File: src/rtl/bcd_clk_pkg.sv
package bcd_clk_pkg;
  localparam int WORD_W = 24;
  localparam int WDAY_W = 3;
  localparam int BYTE_W = 8;

  localparam logic [WORD_W-1:0] TIME_MASK = 24'h3F7F7F;
  localparam logic [WORD_W-1:0] DATE_MASK = 24'hFF1F3F;
  localparam logic [WORD_W-1:0] DATE_RST  = 24'h000101;
  localparam logic [WDAY_W-1:0] WDAY_LAST = 3'd6;

  typedef logic [BYTE_W-1:0] bcd8_t;

  // Two-digit BCD increment; the caller handles the wrap point.
  function automatic bcd8_t bcd_inc(bcd8_t v);
    if (v[3:0] >= 4'd9) return {v[7:4] + 4'd1, 4'd0};
    else                return v + 8'd1;
  endfunction

  // Multiple of four in BCD: even tens need units 0/4/8, odd tens need 2/6.
  function automatic logic yr_is_leap(bcd8_t y);
    if (y[4]) return (y[3:0] == 4'd2) || (y[3:0] == 4'd6);
    else      return (y[3:0] == 4'd0) || (y[3:0] == 4'd4) || (y[3:0] == 4'd8);
  endfunction

  function automatic bcd8_t month_last_day(bcd8_t m, logic leap);
    case (m)
      8'h02:                      return leap ? 8'h29 : 8'h28;
      8'h04, 8'h06, 8'h09, 8'h11: return 8'h30;
      default:                    return 8'h31;
    endcase
  endfunction
endpackage

File: src/rtl/bcd_rst_sync.sv
module bcd_rst_sync #(
  parameter int STAGES = 2
) (
  input  logic clk,
  input  logic rst_n,
  output logic rst_sync_n
);
  logic [STAGES-1:0] sync_q;

  always_ff @(posedge clk or negedge rst_n) begin
    if (!rst_n) sync_q <= '0;
    else        sync_q <= {sync_q[STAGES-2:0], 1'b1};
  end

  assign rst_sync_n = sync_q[STAGES-1];
endmodule

File: src/rtl/bcd_sec_phase.sv
module bcd_sec_phase #(
  parameter int TICKS_PER_SEC = 4
) (
  input  logic clk,
  input  logic rst_n,
  input  logic base_tick,
  input  logic restart,
  output logic sec_pulse
);
  localparam int CW = (TICKS_PER_SEC > 1) ? $clog2(TICKS_PER_SEC) : 1;
  localparam logic [CW-1:0] LAST = CW'(TICKS_PER_SEC - 1);

  logic [CW-1:0] cnt_q, cnt_d;
  logic          cnt_en;

  assign sec_pulse = base_tick && !restart && (cnt_q == LAST);
  assign cnt_en    = restart || base_tick;

  always_comb begin
    cnt_d = cnt_q;
    if (restart)                cnt_d = '0;
    else if (cnt_q == LAST)     cnt_d = '0;
    else                        cnt_d = cnt_q + CW'(1);
  end

  always_ff @(posedge clk or negedge rst_n) begin
    if (!rst_n)      cnt_q <= '0;
    else if (cnt_en) cnt_q <= cnt_d;
  end
endmodule

File: src/rtl/bcd_time_ctr.sv
module bcd_time_ctr
  import bcd_clk_pkg::*;
(
  input  logic              clk,
  input  logic              rst_n,
  input  logic              step,
  input  logic              hour24,
  input  logic              ld,
  input  logic [WORD_W-1:0] ld_val,
  output logic [WORD_W-1:0] time_q,
  output logic              day_carry
);
  bcd8_t sec_q, min_q, hr_q;
  bcd8_t sec_d, min_d, hr_d;
  logic  sec_wrap, min_wrap, hr_wrap;
  bcd8_t hr_step;
  logic  upd_en;

  assign sec_wrap = (sec_q >= 8'h59);
  assign min_wrap = (min_q >= 8'h59);

  // Hour successor in the selected coding, with the end-of-day flag.
  always_comb begin
    hr_wrap = 1'b0;
    hr_step = bcd_inc(hr_q);
    if (hour24) begin
      if (hr_q >= 8'h23) begin
        hr_step = 8'h00;
        hr_wrap = 1'b1;
      end
    end else begin
      case (hr_q)
        8'h11: hr_step = 8'h32;
        8'h12: hr_step = 8'h01;
        8'h32: hr_step = 8'h21;
        8'h31: begin
          hr_step = 8'h12;
          hr_wrap = 1'b1;
        end
        default: hr_step = bcd_inc(hr_q);
      endcase
    end
  end

  always_comb begin
    sec_d = sec_q;
    min_d = min_q;
    hr_d  = hr_q;
    if (ld) begin
      {hr_d, min_d, sec_d} = ld_val & TIME_MASK;
    end else if (step) begin
      sec_d = sec_wrap ? 8'h00 : bcd_inc(sec_q);
      if (sec_wrap) begin
        min_d = min_wrap ? 8'h00 : bcd_inc(min_q);
        if (min_wrap) hr_d = hr_step;
      end
    end
  end

  assign upd_en    = ld || step;
  assign day_carry = step && !ld && sec_wrap && min_wrap && hr_wrap;

  always_ff @(posedge clk or negedge rst_n) begin
    if (!rst_n) begin
      sec_q <= '0;
      min_q <= '0;
      hr_q  <= '0;
    end else if (upd_en) begin
      sec_q <= sec_d;
      min_q <= min_d;
      hr_q  <= hr_d;
    end
  end

  assign time_q = {hr_q, min_q, sec_q};
endmodule

File: src/rtl/bcd_date_ctr.sv
module bcd_date_ctr
  import bcd_clk_pkg::*;
(
  input  logic              clk,
  input  logic              rst_n,
  input  logic              adv,
  input  logic              ld,
  input  logic [WORD_W-1:0] ld_val,
  input  logic              wd_ld,
  input  logic [WDAY_W-1:0] wd_val,
  output logic [WORD_W-1:0] date_q,
  output logic [WDAY_W-1:0] wday_q,
  output logic              leap_q
);
  bcd8_t day_q, mon_q, yr_q;
  bcd8_t day_d, mon_d, yr_d;
  logic [WDAY_W-1:0] wd_q, wd_d;
  logic  last_day, last_mon, date_en, wd_en;

  assign leap_q   = yr_is_leap(yr_q);
  assign last_day = (day_q >= month_last_day(mon_q, leap_q));
  assign last_mon = (mon_q >= 8'h12);

  always_comb begin
    day_d = day_q;
    mon_d = mon_q;
    yr_d  = yr_q;
    if (ld) begin
      {yr_d, mon_d, day_d} = ld_val & DATE_MASK;
    end else if (adv) begin
      day_d = last_day ? 8'h01 : bcd_inc(day_q);
      if (last_day) begin
        mon_d = last_mon ? 8'h01 : bcd_inc(mon_q);
        if (last_mon) yr_d = (yr_q >= 8'h99) ? 8'h00 : bcd_inc(yr_q);
      end
    end
  end

  always_comb begin
    wd_d = wd_q;
    if (wd_ld)                  wd_d = wd_val;
    else if (wd_q >= WDAY_LAST) wd_d = '0;
    else                        wd_d = wd_q + WDAY_W'(1);
  end

  assign date_en = ld || adv;
  assign wd_en   = wd_ld || adv;

  always_ff @(posedge clk or negedge rst_n) begin
    if (!rst_n) begin
      {yr_q, mon_q, day_q} <= DATE_RST;
    end else if (date_en) begin
      day_q <= day_d;
      mon_q <= mon_d;
      yr_q  <= yr_d;
    end
  end

  always_ff @(posedge clk or negedge rst_n) begin
    if (!rst_n)     wd_q <= '0;
    else if (wd_en) wd_q <= wd_d;
  end

  assign date_q = {yr_q, mon_q, day_q};
  assign wday_q = wd_q;
endmodule

File: src/rtl/bcd_clock_cal.sv
module bcd_clock_cal
  import bcd_clk_pkg::*;
#(
  parameter int TICKS_PER_SEC = 4,
  parameter int RST_STAGES    = 2
) (
  input  logic              clk,
  input  logic              rst_n,
  input  logic              hour24,
  input  logic              base_tick,
  input  logic              time_ld,
  input  logic [WORD_W-1:0] time_din,
  input  logic              date_ld,
  input  logic [WORD_W-1:0] date_din,
  input  logic              wday_ld,
  input  logic [WDAY_W-1:0] wday_din,
  output logic [WORD_W-1:0] time_q,
  output logic [WORD_W-1:0] date_q,
  output logic [WDAY_W-1:0] wday_q,
  output logic              leap_q
);
  logic rst_int_n;
  logic any_ld;
  logic sec_pulse;
  logic day_carry;

  assign any_ld = time_ld || date_ld || wday_ld;

  bcd_rst_sync #(.STAGES(RST_STAGES)) u_rst (
    .clk        (clk),
    .rst_n      (rst_n),
    .rst_sync_n (rst_int_n)
  );

  bcd_sec_phase #(.TICKS_PER_SEC(TICKS_PER_SEC)) u_phase (
    .clk       (clk),
    .rst_n     (rst_int_n),
    .base_tick (base_tick),
    .restart   (any_ld),
    .sec_pulse (sec_pulse)
  );

  bcd_time_ctr u_time (
    .clk       (clk),
    .rst_n     (rst_int_n),
    .step      (sec_pulse),
    .hour24    (hour24),
    .ld        (time_ld),
    .ld_val    (time_din),
    .time_q    (time_q),
    .day_carry (day_carry)
  );

  bcd_date_ctr u_date (
    .clk    (clk),
    .rst_n  (rst_int_n),
    .adv    (day_carry),
    .ld     (date_ld),
    .ld_val (date_din),
    .wd_ld  (wday_ld),
    .wd_val (wday_din),
    .date_q (date_q),
    .wday_q (wday_q),
    .leap_q (leap_q)
  );
endmodule

File: config.mk
export PLATFORM = sky130hd
export DESIGN_NAME = bcd_clock_cal
export DESIGN_NICKNAME = d
export VERILOG_FILES = /design/src/rtl/bcd_clk_pkg.sv /design/src/rtl/bcd_rst_sync.sv /design/src/rtl/bcd_sec_phase.sv /design/src/rtl/bcd_time_ctr.sv /design/src/rtl/bcd_date_ctr.sv /design/src/rtl/bcd_clock_cal.sv
export SDC_FILE = /design/constraint.sdc
export NUM_CORES = 1
export LEC_CHECK = 0
export ABC_AREA = 0
export BUFFER_PORTS_ARGS = -buffer_cell sky130_fd_sc_hd__buf_2
export CAP_MARGIN = 5
export CORE_MARGIN = 5
export CORE_UTILIZATION = 48
export DETAILED_ROUTE_END_ITERATION = 8
export PLACE_DENSITY = 0.77
export RECOVER_POWER = 25
export SLEW_MARGIN = 20
export SYNTH_ARGS = -nofsm -noshare
export SYNTH_HDL_FRONTEND = slang
export SYNTH_HIERARCHICAL = 1
export SYNTH_SLANG_ARGS = --single-unit
export TNS_END_PERCENT = 20
File: constraint.sdc
create_clock -name clk -period 1.7 [get_ports clk]
set_input_delay 0.085 -clock clk [delete_from_list [all_inputs] [get_ports clk]]
set_output_delay 0.085 -clock clk [all_outputs]
set_load 0.02 [all_outputs]
==> results of run 1 <==
layer usage:
| layer | global-route usage | wire [um] | vias to the layer above |
|---|---|---|---|
| met5 | 0 | 0 | - |
| met2 | 0.422 | 6380 | 180 |
| met4 | 0.0910 | 391 | 0 |
| met1 | 0.306 | 5120 | 2160 |
| li1 | - | - | 2112 |
| met3 | 0.0358 | 778 | 39 |
logic make-up (layout without fill, tap and decap cells):
| group | Yosys count | count (layout) | share of synthesized area |
|---|---|---|---|
| AND/OR/NAND/NOR | 157 | 157 | 0.210 |
| AO/OA/AOI/OAI | 139 | 139 | 0.247 |
| flip-flops | 55 | 55 | 0.346 |
| buffers and inverters | 46 | 282 | 0.0477 |
| adder cells (fa/ha/maj) | 42 | 42 | 0.132 |
| multiplexers | 4 | 4 | 0.0104 |
| XOR/XNOR | 3 | 3 | 0.00659 |
| other | 1 | 1 | 0.000940 |
synthesized netlist by cell type, types with 3 or more instances:
library cell  number
and2_1             6
a211oi_1           4
mux2i_1            3
nand3_1           15
a221o_1            4
a22oi_1            6
o22ai_1            6
a21oi_1           32
a221oi_1           5
clkbuf_1           8
nor3_1            11
o31ai_1            6
o21ai_0           28
inv_1             33
a31oi_1            6
nand4_1            5
o21ai_1            6
nand2_1           42
nor2b_1            7
ha_1              42
nor3b_1            4
nor2_1            35
a32oi_1            6
dfrtp_1           53
nand2b_1           5
timing repair:
action / CTS / global route
gates resized for setup: 38 / 44
hold endpoints to repair: 14 / 1
hold buffers: 13 / 1
pin swaps: 10 / 14
endpoints found under the setup margin: 50 / 50
buffers inserted: 2 / 1
registers in the layout (all words and copies together) (netlist names):
register,flops
u_phase/cnt_q,2
u_time/hr_q,8
u_date/day_q,8
u_time/min_q,8
u_date/mon_q,8
u_rst/sync_q,2
u_date/yr_q,8
u_date/wday_q,3
u_time/sec_q,8
power breakdown:
part / internal, uW / switching (uW) / leakage, uW
clock: 290 / 450 / 0.0000412
combinational: 2010 / 2310 / 0.00222
sequential: 1600 / 281 / 0.000671
worst max-delay path, cell delays in order (launching register included):
cell	delay [ps]
dfstp_2	590
inv_4	60
ha_4	170
nor2_4	140
o31ai_4	70
a32oi_2	200
nor3_2	70
a21oi_1	170
ha_1	260
or4b_4	500
a211o_4	380
and2_4	190
a211oi_2	210
a21oi_1	80
cell type report:
class | instances | area, sq um | share of cell area
clock buffers | 6 | 72.6 | 0.0119
flip-flops and latches | 55 | 1380 | 0.227
repair buffers | 241 | 1640 | 0.269
well taps | 105 | 131 | 0.0216
inverters | 33 | 126 | 0.0208
multi-input cells | 346 | 2730 | 0.448
clock inverters | 2 | 12.5 | 0.00206
layout by cell type, fill, tap and decap left out, types with 3 or more instances in the layout:
cell type / synthesis / layout
a211oi_1: 4 / 3
a21oi_1: 32 / 24
a21oi_2: 2 / 10
a221o_1: 4 / 4
a221oi_2: 0 / 4
a22oi_1: 6 / 6
a31oi_1: 6 / 5
a32oi_1: 6 / 5
and2_1: 6 / 6
buf_2: 2 / 98
buf_4: 0 / 117
buf_6: 2 / 9
clkbuf_8: 0 / 5
dfrtp_1: 53 / 52
dlygate4sd3_1: 0 / 14
ha_1: 42 / 35
ha_2: 0 / 4
ha_4: 0 / 3
inv_1: 33 / 28
inv_2: 0 / 4
mux2i_1: 3 / 3
nand2_1: 42 / 40
nand2b_1: 5 / 4
nand3_1: 15 / 14
nand4_1: 5 / 5
nor2_1: 35 / 28
nor2_2: 0 / 4
nor2_4: 0 / 3
nor2b_1: 7 / 6
nor3_1: 11 / 8
nor3_4: 0 / 3
nor3b_1: 4 / 4
nor4b_2: 1 / 3
o21ai_0: 28 / 18
o21ai_1: 6 / 15
o22ai_1: 6 / 4
o31ai_1: 6 / 4
metrics by stage:
stage / TNS [ps] / worst slack (ps) / hold WS, ps
3_5_place_dp: -36630 / -1280 / -125
4_1_cts: -33320 / -1300 / 1.80
6_report: -36140 / -1470 / 3.18
5_1_grt: -39930 / -1530 / 4.05
2_1_floorplan: -31450 / -1280 / -211
3_3_place_gp: -33480 / -1190 / -128
how the worst max path moves through the flow:
stage,start,end
finish,u_date/mon_q[0],u_date/day_q[0]
global route,u_date/mon_q[0],u_date/day_q[0]
CTS,u_date/mon_q[0],u_date/day_q[0]
detailed placement,u_date/mon_q[0],u_date/day_q[0]
global placement,u_date/mon_q[0],u_date/day_q[0]
floorplan,u_date/mon_q[0],u_date/mon_q[6]
==> metrics, run 1 <==
outcome=finished, violations left; failing checks=setup timing; CTS Buf Count=5; Max Clk Rate=315 MHz; wire per inst=16.1 um; Synth area leaders=dfrtp_1 33%, ha_1 13%, a21oi_1 4.0%; Setup crit start kind=flip-flop; async set-reset flop share out of synthesis=1.00; worst-path maximum fanout=8; relative slew slack=0.461; P per Cell Area=1140 nW/um^2; largest vdd supply drop=0.000565 V; hold path start=date_din[4]; Cell Area, Synth=3990 sq um; final layout net count=782; Post-Synthesis Cells=447; Max Slew Vio Count=0; CTS tree=built; final instance area=6090 sq um; Placed Area=5550 sq um; Area growth, synth to finish=52.7%; global-route wire length before repair=20.5 mm; Worst-Margin Slew=809 ps; syn nets=547; Synth area leader=dfrtp_1; post-route ant nets=0; clk_skew=11.6 ps; RSZ-0062 raised after global routing=yes; via count=4,491; syn avg cell area=8.92 sq um; final cell count without fillers=788; Final WS setup=-1470 ps; Worst Hold Depth=3; Initial Util=0.488; cells on worst reg2reg path=13; WP data arrival=3410 ps; Final Util=0.745; Power Total=6940 uW; layout cell share with drive strength beyond 1=0.455; die width=101 um; Setup crit end kind=flip-flop; vias per cell=5.70; Primary FF master, synth=dfrtp_1; # IOs=110; Inst Count DP=763; Pleak=0.00293 uW; initial antenna violation count=0; Hold Path Class=input port to flip-flop; largest net degree at the start of global routing=45; Bufs on Longest Clock Path=2; Routability Congestion=0.923; reg2reg end=u_date/day_q[0]; flops & latches, synth=55; Max-Cap Viols=0; FF-to-FF Start=u_date/mon_q[0]; vias in the first global route=4,492; Crit Path Class=flip-flop to flip-flop; final WL=12.7 mm; Worst-path clk slew=100 ps; clock sinks=55; Tot GR Track Use=0.243; sequential share of the synthesized area=0.346; core area=8180 sq um; DRT iter0 DRCs=227; Ys Warns=6; crit path time final=3170 ps; Final HPWL DP=9.18 mm; final setup vio count=44; final hold violations=0; fill cell count=573; Die ar.=10,200 sq um; Endpoint, Worst Hold=u_date/day_q[4]; Root Driver=clkbuf_8; Yosys top cell area share=0.333; PortBufs=100; H-tree levels=2; ant diodes=0; Clock Latency Late Sink=320 ps; Tcrit/Tclk final=1.87; reg2reg setup slack=-1470 ps; Post-synth EDFFs=0; row cnt=33; Post-route DRC=0; Pre-Repair DR Iteration Count=5; GRT overflow=0; Crit path required time=1940 ps; library cells used by synthesis=78; Die Y-Extent=101 um
Power figures use the tool's default switching activity.
==> inputs of run 2 (changes only) <==
--- a/config.mk
+++ b/config.mk
@@ -9,9 +9,10 @@
 export BUFFER_PORTS_ARGS = -buffer_cell sky130_fd_sc_hd__buf_2
 export CAP_MARGIN = 5
 export CORE_MARGIN = 5
-export CORE_UTILIZATION = 48
+export CORE_UTILIZATION = 53
+export CTS_CLUSTER_SIZE = 40
 export DETAILED_ROUTE_END_ITERATION = 8
-export PLACE_DENSITY = 0.77
+export PLACE_DENSITY = 0.81
 export RECOVER_POWER = 25
 export SLEW_MARGIN = 20
 export SYNTH_ARGS = -nofsm -noshare
==> constraint.sdc (replaced) <==
create_clock -name clk -period 3 [get_ports clk]
set_input_delay 0.15 -clock clk [delete_from_list [all_inputs] [get_ports clk]]
set_output_delay 0.15 -clock clk [all_outputs]
set_load 0.02 [all_outputs]
==> run 2 against run 1 <==
The flow still finishes with violations (setup timing); first-iteration DRC count increased by 25%; combinational power decreased by 63%; maximum frequency increased by 3.4%; register-to-register slack improved by 1400 ps; die area decreased by 8.5%; utilization decreased by 8.2 points; sequential share of layout area increased by 5.9 points; clock skew increased by 2.8 ps; critical path type unchanged; critical endpoint is now u_date/mon_q[6].
==> metrics, run 2 (synthesis gave the netlist of run 1 again) <==
crit path time final=3070 ps (-103 ps); Setup crit end kind=flip-flop; Crit path required time=3200 ps (+1260 ps); vias in the first global route=3,719 (-17%); final WL=10.6 mm (-16%); vias per cell=5.98 (+4.9%); fill cell count=630 (+9.9%); largest net degree at the start of global routing=45 (unchanged); final setup vio count=9 (-80%); most frequent cells in the layout=90 x buf_2, 53 x dfrtp_1, 41 x nand2_1, 39 x ha_1, 34 x nor2_1; RSZ-0062 raised after global routing=yes; PortBufs=100 (unchanged); Die ar.=9360 sq um (-8.5%); die width=96.7 um (-4.4%); clk_skew=14.4 ps (+2.76 ps); Die Y-Extent=96.7 um (-4.4%); CTS tree=built; Final WS setup=-67.7 ps (+1400 ps); failing checks=setup timing; core area=7290 sq um (-11%); WP data arrival=3270 ps (-140 ps); clock sinks=55 (unchanged); Tot GR Track Use=0.209 (-0.0336); Hold Path Class=input port to flip-flop; Sequential Area=1380 sq um (about the same); Area growth, synth to finish=21.2%; relative slew slack=0.371 (-0.0896); Post-route DRC=0 (unchanged); Clock Latency Late Sink=310 ps (about the same); area occupied by multi-input gates=2520 sq um (-7.5%); P per Cell Area=664 nW/um^2 (-42%); Root Driver=clkbuf_8; via count=3,927 (-13%); CTS Buf Count=5 (unchanged); wire per inst=16.2 um (+0.78%); GRT overflow=0 (unchanged); layout cell share with drive strength beyond 1=0.271 (-0.185); Pleak=0.00224 uW (-24%); crit path max-delay cell type=dfstp_2; Crit Path Class=flip-flop to flip-flop; Worst-path clk slew=100 ps (about the same); Tcrit/Tclk final=1.02 (-0.843); H-tree levels=2 (unchanged); ant diodes=0 (unchanged); Place WS=-2.80 ps (+1280 ps); outcome=finished, violations left; initial antenna violation count=0 (unchanged); Max Slew Vio Count=0 (unchanged); Initial Util=0.547 (+0.0591); Routability Congestion=0.876 (-5.0%); largest vdd supply drop=0.000284 V (-50%); final layout net count=657 (-16%); Max Clk Rate=326 MHz (+3.4%); global-route wire length before repair=17.0 mm (-17%); Max-Cap Viols=0 (unchanged); DRT iter0 DRCs=284 (+25%); post-route ant nets=0 (unchanged); Final Util=0.663 (-0.0817); commonest non-fill, non-tap cell in the layout=buf_2; # IOs=110 (unchanged); Bufs on Longest Clock Path=2 (unchanged); Final HPWL DP=7.79 mm (-15%); Worst-Margin Slew=943 ps (+134 ps); Pre-Repair DR Iteration Count=5 (unchanged); Setup crit start kind=flip-flop; CP peak stage delay=570 ps (-20 ps); final hold violations=0 (unchanged); CP Cell Sequence=inv_2, ha_4, nor2_2, o31ai_2, a32oi_1, nor3_1, a21oi_1, ha_1, or4b_4, a211o_4, and2_4, a31oi_4, nor2_1; worst-path maximum fanout=6 (-2); row cnt=31 (-6.1%)
==> run 2: changes by cell type in the layout (fill, tap and decap cells not counted), moves of 4 or more <==
cell           delta
a21oi_2           -7
buf_6             -9
a221oi_2          -4
clkbuf_1          +9
ha_1              +4
dlygate4sd3_1    -13
o21ai_0          +10
buf_4           -104
buf_2             -8
nor2_1            +6
o21ai_1           -9
a21oi_1           +7
a221oi_1          +4
==> run 2: per-layer routing <==
layer / share of wire / up-vias / track usage / wire [um]
met4: 0.010 / 0 / 0.0540 / 108
li1: - / 1869 / - / -
met2: 0.48 / 178 / 0.343 / 5120
met1: 0.44 / 1863 / 0.281 / 4640
met5: 0 / - / 0 / 0
met3: 0.072 / 17 / 0.0460 / 772
==> run 2: per-stage QoR <==
stage | setup TNS (ps) | instance area [sq um] | total power [uW] | hold slack, ps | std cells
after floorplan | 0 | 4000 | 2150 | -146 | 447
after global placement | 0 | 4650 | 2550 | -63.0 | 645
after detailed placement | -4.79 | 4650 | 2630 | -62.5 | 645
after CTS | -74.5 | 4750 | 3060 | 29.3 | 654
after global routing | -2510 | 4830 | 3430 | 26.3 | 657
final | -297 | 4830 | 3210 | 30.8 | 657
==> run 2: report_power, final <==
part | internal (uW) | switching [uW]
registers | 905 | 265
logic | 629 | 986
clock network | 187 | 236
total | 1720 | 1490
==> run 2: worst paths after layout <==
| kind | from | endpoint | slack [ps] | depth (start not counted) |
|---|---|---|---|---|
| min in group asynchronous | rst_n | u_rst/sync_q[0] | 150 | 2 |
| min | time_din[4] | u_time/sec_q[4] | 30 | 3 |
| max reg2reg | u_date/mon_q[0] | u_date/mon_q[6] | -70 | 13 |
| max in group asynchronous | u_rst/sync_q[1] | u_date/day_q[0] | 1620 | 1 |
| max | u_date/mon_q[0] | u_date/mon_q[6] | -70 | 13 |
| min reg2reg | u_rst/sync_q[0] | u_rst/sync_q[1] | 360 | 0 |
==> run 2: layout make-up <==
type | count | area share
Inverter | 33 | 0.0256
Timing Repair Buffer | 114 | 0.123
Sequential cell | 55 | 0.285
Tap cell | 99 | 0.0256
Clock buffer | 7 | 0.0179
Multi-Input combinational cell | 348 | 0.521
Clock inverter | 1 | 0.00104
==> run 2: worst max-delay path: cells and delay by family, from the launching register on <==
kind / cells / cell delay, ps
compound gates: 5 / 920
flops: 1 / 570
fa+ha+maj: 2 / 430
buf+inv: 1 / 80
simple gates: 5 / 970
==> run 2: timing repair <==
action / CTS / global route
gates resized for setup: 1 / 15
hold endpoints to repair: 2 / 0
gates cloned: 0 / 2
setup buffers: 0 / 1
endpoints found under the setup margin: 4 / 24
hold buffers: 1 / 0
pin swaps: 1 / 3
==> inputs of run 3 (changes only) <==
--- a/config.mk
+++ b/config.mk
@@ -17,6 +17,5 @@
 export SLEW_MARGIN = 20
 export SYNTH_ARGS = -nofsm -noshare
 export SYNTH_HDL_FRONTEND = slang
-export SYNTH_HIERARCHICAL = 1
 export SYNTH_SLANG_ARGS = --single-unit
 export TNS_END_PERCENT = 20
==> run 3 against run 2 <==
The flow finishes with violations (capacitance limit, slew limit, setup timing); critical endpoint is now u_date.mon_q[7]; global-route usage up 3.5 points; clock power fell by 3%; cell area is 0.31% higher; maximum frequency grew 0.80%.
==> metrics, run 3 <==
Hold Path Class=input port to flip-flop; Comb pwr share=0.436 (-0.068); Post-synth top cells=53 x dfrtp_1, 42 x nand2_1, 41 x ha_1; P per Cell Area=531 nW/um^2 (-20%); Crit Path Class=flip-flop to flip-flop; syn nets=533 (-2.6%); largest vdd supply drop=0.000354 V (+25%); Pleak=0.00228 uW (+1.9%); Primary FF master, synth=dfrtp_1; library cells used by synthesis=63 (-19%); commonest non-fill, non-tap cell in the layout=buf_2; Yosys top cell area share=0.348 (+0.0153); Pre-Repair DR Iteration Count=4 (-1); Cell Area, Synth=3810 sq um (-4.4%); largest net degree at the start of global routing=37 (-18%); Die ar.=8990 sq um (-4.0%); met3 usage=0.0486 (+0.00256); Setup crit end kind=flip-flop; Max-Cap Viols=1 (+1); wire per inst=17.0 um (+4.8%); worst-path maximum fanout=6 (unchanged); reg2reg setup slack=-40 ps (+20 ps); vias in the first global route=3,732 (+0.35%); async set-reset flop share out of synthesis=1.00 (unchanged); Area growth, synth to finish=27.2%; Die Y-Extent=94.8 um (-2.0%); Synth area leader=dfrtp_1; register share of total power=0.405 (+0.040); Initial Util=0.534 (-0.0127); Synth area leaders=dfrtp_1 35%, ha_1 13%, nand2_1 4.1%; Inst Count DP=644 (-0.16%); Final HPWL DP=8.18 mm (+5.1%); Root Driver=clkbuf_8; Ys Warns=0 (-6); P_sw=1100 uW (-26%); post-route ant nets=0 (unchanged); GR Util met1=0.319 (+0.0389); Post-synth EDFFs=0 (unchanged); row cnt=31 (unchanged); final WL=11.2 mm (+4.9%); global-route wire length before repair=17.6 mm (+3.9%); Clock Power Share=0.159 (+0.027); Int Pwr=1480 uW (-14%); Post-Synthesis Cells=434 (-2.9%); final cell count without fillers=658 (+0.15%); Routability Congestion=0.883 (+0.83%); Power Total=2580 uW (-20%); Tcrit/Tclk final=1.01 (-0.00816); Max Slew Vio Count=37 (+37); cells on worst reg2reg path=14 (+1); Setup crit start kind=flip-flop; Most Crowded Layer GR=met2; die width=94.8 um (-2.0%); H-tree levels=2 (unchanged); met2 usage=0.410 (+0.0664); WP data arrival=3250 ps (-20 ps); most frequent cells in the layout=97 x buf_2, 50 x dfrtp_1, 42 x nand2_1, 37 x nor2_1, 36 x ha_1; Worst Hold Depth=3 (unchanged); Place WS=-191 ps (-188 ps); Worst-path clk slew=100 ps (about the same); ant diodes=0 (unchanged); final hold violations=0 (unchanged); flops & latches, synth=55 (unchanged); layout cell share with drive strength beyond 1=0.306 (+0.0353); relative slew slack=-0.0227 (-0.394); switch share=0.426 (-0.0380); Final WS setup=-43.2 ps (+24.5 ps); most frequent cell after synthesis=dfrtp_1; CTS Buf Count=5 (unchanged); Final Util=0.679 (+0.0165); crit path time final=3040 ps (-24.5 ps); syn avg cell area=8.78 sq um (-1.5%); via count=3,988 (+1.6%); GRT overflow=0 (unchanged); sequential share of the synthesized area=0.362 (+0.0159); Tot GR Track Use=0.244 (+0.0346); Crit path required time=3210 ps (about the same); final setup vio count=3 (-6); RSZ-0062 raised after global routing=yes; core area=7140 sq um (-2.1%); Bufs on Longest Clock Path=2 (unchanged); PortBufs=100 (unchanged); final layout net count=657 (unchanged); setup TNS=-116 ps (+181 ps); failing checks=capacitance limit, slew limit, setup timing; initial antenna violation count=0 (unchanged); Clock Latency Late Sink=320 ps (about the same); Post-route DRC=0 (unchanged); outcome=finished, violations left; vias per cell=6.06 (+1.4%); # IOs=110 (unchanged); Max Clk Rate=329 MHz (+0.80%); clk_skew=11.6 ps (-2.77 ps); DRT iter0 DRCs=254 (-11%); fill cell count=596 (-5.4%); CTS tree=built; Worst-Margin Slew=1530 ps (+590 ps); clock sinks=55 (unchanged)
run 3: power groups by stage:
stage | clock (uW) | sequential, uW | combinational, uW
finish | 409 | 1040 | 1120
global route | 454 | 1070 | 1230
CTS | 416 | 1040 | 1070
detailed placement | 0 | 1050 | 1050
global placement | 0 | 1040 | 1010
floorplan | 0 | 1180 | 521
run 3: worst paths after layout:
check                           startpoint               to
min in group asynchronous            rst_n  u_rst.sync_q[1]
setup reg to reg           u_date.mon_q[0]  u_date.mon_q[7]
max in group asynchronous  u_rst.sync_q[1]  u_date.day_q[0]
setup / recovery           u_date.mon_q[0]  u_date.mon_q[7]
hold / removal                date_din[23]   u_date.yr_q[7]
hold reg to reg            u_rst.sync_q[0]  u_rst.sync_q[1]
run 3: routing by layer:
layer | wire [um] | part of all wire
met3 | 726 | 0.065
met2 | 5460 | 0.49
met1 | 4770 | 0.43
met5 | 0 | 0
met4 | 208 | 0.019
run 3: kinds of logic (layout without fill, tap and decap cells):
| kind of cell | count (synthesis) | after routing | share of synthesized area |
|---|---|---|---|
| AO/OA/AOI/OAI | 137 | 137 | 0.246 |
| adder cells (fa/ha/maj) | 41 | 41 | 0.135 |
| buffers and inverters | 40 | 165 | 0.0400 |
| flip-flops | 55 | 55 | 0.362 |
| multiplexers | 6 | 6 | 0.0161 |
| other | 1 | 1 | 0.000984 |
| AND/OR/NAND/NOR | 154 | 154 | 0.201 |
run 3: through the flow:
stage	hold slack, ps	cell area, sq um
finish	44.5	4850
global placement	-64.4	4580
floorplan	-146	3820
CTS	46.2	4720
global route	40.8	4850
detailed placement	-64.1	4580
run 3: critical path, stage by stage, from the launching register on:
cell and delay [ps]:
dfstp_2 600, inv_4 60, ha_4 160, o211ai_1 190, a21oi_2 90, o21ai_2 160
nor2b_1 170, ha_1 270, a211o_1 330, buf_4 160, o22a_1 190, a31oi_1 150
buf_4 180, nor2_1 60, o21a_1 160
run 3: final cells by class:
type	count	area [sq um]	share of cell area
well taps	99	124	0.0255
clock inverters	1	7.51	0.00155
repair buffers	130	724	0.149
inverters	27	104	0.0214
multi-input cells	339	2430	0.501
clock buffers	7	76.3	0.0157
flip-flops and latches	55	1380	0.285
run 3: timing repair:
item | CTS | global route
endpoints found under the setup margin | 12 | 23
pin swaps | 4 | 17
buffers inserted | 2 | 3
hold buffers | 1 | 0
hold endpoints to repair | 2 | 0
resized for setup | 7 | 25
